File: src/rtl/trng_mp_lfsr.sv
module trng_mp_lfsr #(
  parameter int          ROT_PERIOD    = 4,
  parameter logic [15:0] SEED_FALLBACK = 16'hACE1
) (
  input  logic        clk,
  input  logic        rst_n,
  input  logic        seed_load,
  input  logic [15:0] seed,
  input  logic        trng_bit,
  input  logic        trng_valid,
  input  logic        run,
  input  logic        mode_inject,
  output logic [15:0] word_out,
  output logic        word_valid
);
  localparam int RCW = (ROT_PERIOD > 1) ? $clog2(ROT_PERIOD) : 1;
  localparam logic [RCW-1:0] RC_LAST = RCW'(ROT_PERIOD - 1);

  function automatic logic [15:0] tap_mask(input logic [2:0] idx);
    case (idx)
      3'd0: return 16'hB400;
      3'd1: return 16'hD008;
      3'd2: return 16'h8016;
      3'd3: return 16'h8805;
      3'd4: return 16'h801C;
      3'd5: return 16'h9C00;
      3'd6: return 16'h8068;
      default: return 16'h8B00;
    endcase
  endfunction

  logic [15:0]    state_q;
  logic [2:0]     pos_q;
  logic [RCW-1:0] rcnt_q;
  logic [3:0]     scnt_q;

  wire        shift_en = run & ~seed_load;
  wire        fb       = ^(state_q & tap_mask(pos_q));
  wire        inj      = mode_inject & trng_valid & trng_bit;
  wire [15:0] state_nx = {state_q[14:0], fb ^ inj};
  wire        rot_due  = (rcnt_q == RC_LAST);
  wire        rot_take = rot_due & ~mode_inject & trng_valid;
  wire [2:0]  step     = trng_bit ? 3'd2 : 3'd1;
  wire        word_end = (scnt_q == 4'd15);

  always_ff @(posedge clk or negedge rst_n) begin
    if (!rst_n) begin
      state_q    <= SEED_FALLBACK;
      pos_q      <= '0;
      rcnt_q     <= '0;
      scnt_q     <= '0;
      word_out   <= '0;
      word_valid <= 1'b0;
    end else if (seed_load) begin
      state_q    <= (seed == '0) ? SEED_FALLBACK : seed;
      pos_q      <= '0;
      rcnt_q     <= '0;
      scnt_q     <= '0;
      word_valid <= 1'b0;
    end else if (shift_en) begin
      state_q    <= state_nx;
      rcnt_q     <= rot_due ? '0 : rcnt_q + 1'b1;
      scnt_q     <= scnt_q + 1'b1;
      word_valid <= word_end;
      if (rot_take) pos_q <= pos_q + step;
      if (word_end) word_out <= state_nx;
    end else begin
      word_valid <= 1'b0;
    end
  end
endmodule

File: config.mk
export PLATFORM = sky130hd
export DESIGN_NAME = trng_mp_lfsr
export DESIGN_NICKNAME = d
export VERILOG_FILES = /design/src/rtl/trng_mp_lfsr.sv
export SDC_FILE = /design/constraint.sdc
export NUM_CORES = 1
export LEC_CHECK = 0
export ABC_AREA = 0
export CAP_MARGIN = 20
export CORE_MARGIN = 5
export CORE_UTILIZATION = 44
export CTS_BUF_LIST = sky130_fd_sc_hd__clkbuf_16
export DETAILED_ROUTE_END_ITERATION = 16
export DONT_BUFFER_PORTS = 1
export GPL_TIMING_DRIVEN = 0
export PLACE_DENSITY = 0.65
export SYNTH_ARGS = -nofsm -noshare
export SYNTH_HDL_FRONTEND = slang
export SYNTH_SLANG_ARGS = --single-unit
File: constraint.sdc
create_clock -name clk -period 3.5 [get_ports clk]
set_clock_uncertainty 0.15 [all_clocks]
set_input_delay 0.7 -clock clk [delete_from_list [all_inputs] [get_ports clk]]
set_output_delay 0.7 -clock clk [all_outputs]
set_load 0.02 [all_outputs]
* Yosys cells after proc, flatten, opt, wreduce, memory -nomap -nowiden
Cells that the tools add are included.
** Word-level totals
- Output and inout port bits :: 17
- ROM bits :: 0
- Register bits after elaboration :: 42
- Latch bits :: 0
- Bits of input ports :: 23
- RAM bits :: 0
- Memories kept :: 0
** Cells by class
- Equal/unequal tests :: 8
- Reductions and logical operators :: 7
- Shift operators :: 0
- Divide/modulo/power cells :: 0
- Bitwise gates (word level) :: 9
- Add/sub/neg operators :: 3
- Mux-type cells :: 15
- Multipliers :: 0
- $lt $le $gt $ge :: 0
** Operators with widths (number)
- 15-bit case mux with 7 select lines :: 1
- 16-bit two-way mux :: 3
- 16-bit bitwise AND :: 1
- 16-bit zero test :: 1
- 16-bit XOR reduction :: 1
- 3-bit equality test (second input constant) :: 3
- 3-bit two-way mux :: 3
- 2-bit two-way mux :: 4
- 4-bit two-way mux :: 2
- 3-bit by 2-bit equality test with 1-bit output (second input constant) :: 2
- 1-bit bitwise AND :: 5
- 4-bit by 1-bit adder with 4-bit output (second input constant) :: 1
- 4-bit equality test (second input constant) :: 1
- 2-bit nonzero test :: 2
- 3-bit by 2-bit adder with 3-bit output :: 1
- 3-bit by 1-bit equality test with 1-bit output (second input constant) :: 1
- 3-bit zero test :: 1
- 3-bit AND reduction :: 1
- 2-bit by 1-bit adder with 2-bit output (second input constant) :: 1
- 2-bit equality test (second input constant) :: 1
- 1-bit two-way mux :: 2
- 1-bit inverter :: 2
- 2-bit AND reduction :: 1
- 1-bit XOR :: 1

* Longest topological paths before layout
- Depth after elaboration :: 7
- Gate-level depth with buffers :: 7
- Gate-level depth less buffers :: 6

* Worst setup path after synthesis
No wires, ideal clock.
- Path kind :: in2reg
- From :: input port run
- To :: register state_q[12]
- Path slack :: 1.619 ns
- Stages on the path :: 5
- Setup time :: 0.135 ns
- Data required time :: 3.215 ns
- Buffers on the path :: 3
- Data arrival time :: 1.597 ns
- Cell sequence :: buf_2 buf_2 buf_2 mux2i_1 o21ai_0
** On the way
- Cells in the longest elaborated chain, start to end :: 2
** RTL lines
- from (decl) :: line 11 : input logic run,
- 1-bit bitwise AND :: line 37 : wire shift_en = run & ~seed_load;
- 2-bit nonzero test (no line)
- to (signal assigned) :: line 55 : state_q <= (seed == '0) ? SEED_FALLBACK : seed;
- to (signal assigned) :: line 61 : state_q <= state_nx;
- to (decl) :: line 32 : logic [15:0] state_q;
Every way passes these cells.
A chain may end at the register's enable or synchronous reset.

* Final worst setup path
- From :: input port run
- To :: register word_out[11]
** On the way
- Cells in the longest elaborated chain, start to end :: 2
** RTL lines
- 1-bit bitwise AND :: line 37
- 3-bit AND reduction (no line)
- to (signal assigned) :: line 66 : if (word_end) word_out <= state_nx;
- to (decl) :: line 13 : output logic [15:0] word_out,
Every way passes these cells.

==> impl_metrics.json <==
{
  "fmax_mhz": 529,
  "crit_type": "primary input to flop",
  "total_power_mw": 1.11,
  "cts_sinks": 42,
  "cp_slowest_stage_delay_ns": 0.27,
  "synth_seq_cells": 42,
  "wirelength_mm": 4.73,
  "maxSlewViolCount": 0,
  "cp.arrival_ns": 1.96,
  "crit_chain": "buf_2 -> nor2b_1 -> nand4_1 -> inv_1 -> buf_2 -> nand2_1 -> nand2_1",
  "initial_core_util_pct": 45.1,
  "crit_fanout": 10,
  "synth_area_leader_cell": "dfrtp_1",
  "io_pins": 40,
  "htreeDepth": 2,
  "path_clk_slew_ns": 0.06,
  "r2r_end": "word_out[0]$_DFFE_PN0P_",
  "place_hpwl_mm": 3.38,
  "period_needed_ns": 1.89,
  "avgViaCountPerCell": 5.25,
  "holdWs_ns": 0.102,
  "final_cell_mix": "nand2_1 (52), dfrtp_1 (34), mux2i_1 (15), o21ai_0 (13), nor2_1 (11)",
  "postSynthCellCount": 211,
  "route.detailed.drc": 0,
  "crit_family": "simple AND/OR/NAND/NOR gates",
  "area_delta_synth_final_pct": 11.6,
  "wire_per_inst_microns": 16.5,
  "dieHeight_microns": 79.6,
  "post_cts_buffers": 0,
  "cp.depth": 7,
  "drt_pass1_iterations": 4,
  "hold_path.class": "primary input to async pin",
  "setup_viol": 0,
  "grt.total_usage_pct": 15.9,
  "gp_congestion": 0.775,
  "grt_first_pass_wirelength_mm": 7.57,
  "syn_area_sq_um": 2130,
  "slew_headroom_pct": 68.2,
  "powerDensity_nw_per_um2": 466,
  "nNetsFinal": 246,
  "synth_top_cell_area_share_pct": 39.9,
  "final_common_cell": "nand2_1",
  "crit_path_end_kind": "flop",
  "via_count": 1508,
  "dieArea_sq_um": 6340,
  "tritoncts": "built",
  "finalHoldViolations": 0,
  "placementRows": 25,
  "crit_end": "word_out[11]$_DFFE_PN0P_",
  "postSynthAreaPerCell_sq_um": 10.1,
  "cts_repair_resize_count": 0,
  "tightest_slew_ns": 0.478,
  "start_kind": "primary input",
  "antenna_found_initial": 0,
  "ff2ff_setup_slack_ns": 1.69,
  "io_buffers": 0,
  "core-area_sq_um": 4720,
  "grt_pass1_vias": 1434,
  "synth.area.top_cells": "dfrtp_1 (40%), dfstp_2 (9.9%), nand2_1 (9.2%), mux2i_1 (7.0%), mux2_2 (3.2%)",
  "cpMaxStageDelayCell": "nor2b_1",
  "drt-initial-drc-count": 55,
  "reg2regPathDepth": 6,
  "setup_tns_ns": 0,
  "syn-num-nets": 238,
  "diodes": 0,
  "startpoint": "run",
  "p_leak_nw": 1.12,
  "drive_gt1_share_pct": 15.5,
  "cts_buffers": 5,
  "min_period_over_period_pct": 54.0,
  "drv_cap": 0,
  "gr-total-overflow": 0,
  "cts_buffer_depth": 2,
  "timing.rr.start": "pos_q[0]$_DFFE_PN0P_",
  "yosys_warnings": 0,
  "status": "complete, no violations",
  "ys_seq_area_share_pct": 49.8,
  "clock-root-buffer": "clkbuf_16",
  "vdd_drop_max_mv": 0.206,
  "die_w_microns": 79.6,
  "crit_buf_inv": 3,
  "rsz0062_at_grt": "false",
  "ant_nets": 0,
  "critPathRequiredTime_ns": 3.57,
  "cts_hold_buf": 1,
  "clk-insertion-delay-late_ns": 0.28,
  "grt_max_degree": 35,
  "ys_types": 37
}
routing by layer:
layer,global-route usage [%],wire length (microns),part of all wire [%]
met2,25.0,2250,47
met4,5.67,75,1.6
met1,20.3,2130,45
met3,5.53,280,5.9
met5,0,0,0
cell families (layout without fill, tap and decap cells):
family                     count (synthesis)  after routing  synth area share, %
AOI/OAI and AO/OA                         32             32                 10.5
xor gates and xnor gates                  12             12                 5.28
adders and majority gates                  4              4                 2.70
and+or+nand+nor                           81             81                 17.1
DFF                                       42             42                 49.8
buffers and inverters                     19             28                 4.46
muxes                                     21             21                 10.2
state kept, by name (all words and copies together), names as in the netlist:
name / count
rcnt_q: 2
word_valid: 1
pos_q: 3
state_q: 16
scnt_q: 4
word_out: 16
cells in the mapped netlist (all sizes together):
cell	instances
a21boi	1
ha	3
nand3	2
buf	7
clkbuf	6
dfrtp	34
o32ai	2
a31oi	1
xnor2	7
inv	6
o21ai	14
nor2b	1
mux2i	15
xor2	5
nand4b	3
and4bb	1
dfstp	8
mux2	6
nor4	4
o32a	1
a21oi	5
o22a	7
o2111ai	1
nand2b	1
nor2	11
nand4	3
fa	1
nor3b	1
nand3b	1
nand2	52
or3	1
metrics by stage:
| stage | worst slack, ns | cells | util [%] | cell area [sq um] |
|---|---|---|---|---|
| floorplan | 1.62 | 211 | - | 2130 |
| global placement | 1.37 | 278 | 46.9 | 2220 |
| detailed placement | 1.34 | 278 | 46.9 | 2220 |
| CTS | 1.64 | 287 | 50.4 | 2380 |
| global route | 1.48 | 287 | 50.4 | 2380 |
| finish | 1.61 | 287 | 50.4 | 2380 |
cell type report:
type                    instances  area (sq um)
plain buffers                  13          72.6
clock buffers                   5           125
clock inverters                 3          17.5
fillers                       464          2340
inverters                       6          22.5
multi-input cells             150           976
flip-flops and latches         42          1060
well taps                      67          83.8
repair buffers                  1          20.0
power by group:
group	total, mW	internal (mW)	switching [mW]
clock	0.443	0.261	0.182
combinational	0.117	0.0572	0.0601
sequential	0.547	0.519	0.0284
worst min-delay path by stage:
| stage | endpoint | slack (ns) | cells after the start |
|---|---|---|---|
| 4_1_cts | state_q[7]$_DFFE_PN1P_ | 0.1 | 0 |
| 3_3_place_gp | word_out[3]$_DFFE_PN0P_ | 0.26 | 0 |
| 3_5_place_dp | word_out[3]$_DFFE_PN0P_ | 0.26 | 0 |
| 6_report | state_q[14]$_DFFE_PN0P_ | 0.10 | 1 |
| 5_1_grt | state_q[7]$_DFFE_PN1P_ | 0.09 | 0 |
| 2_1_floorplan | pos_q[0]$_DFFE_PN0P_ | 0.25 | 0 |
(Power assumes the default switching activity.)
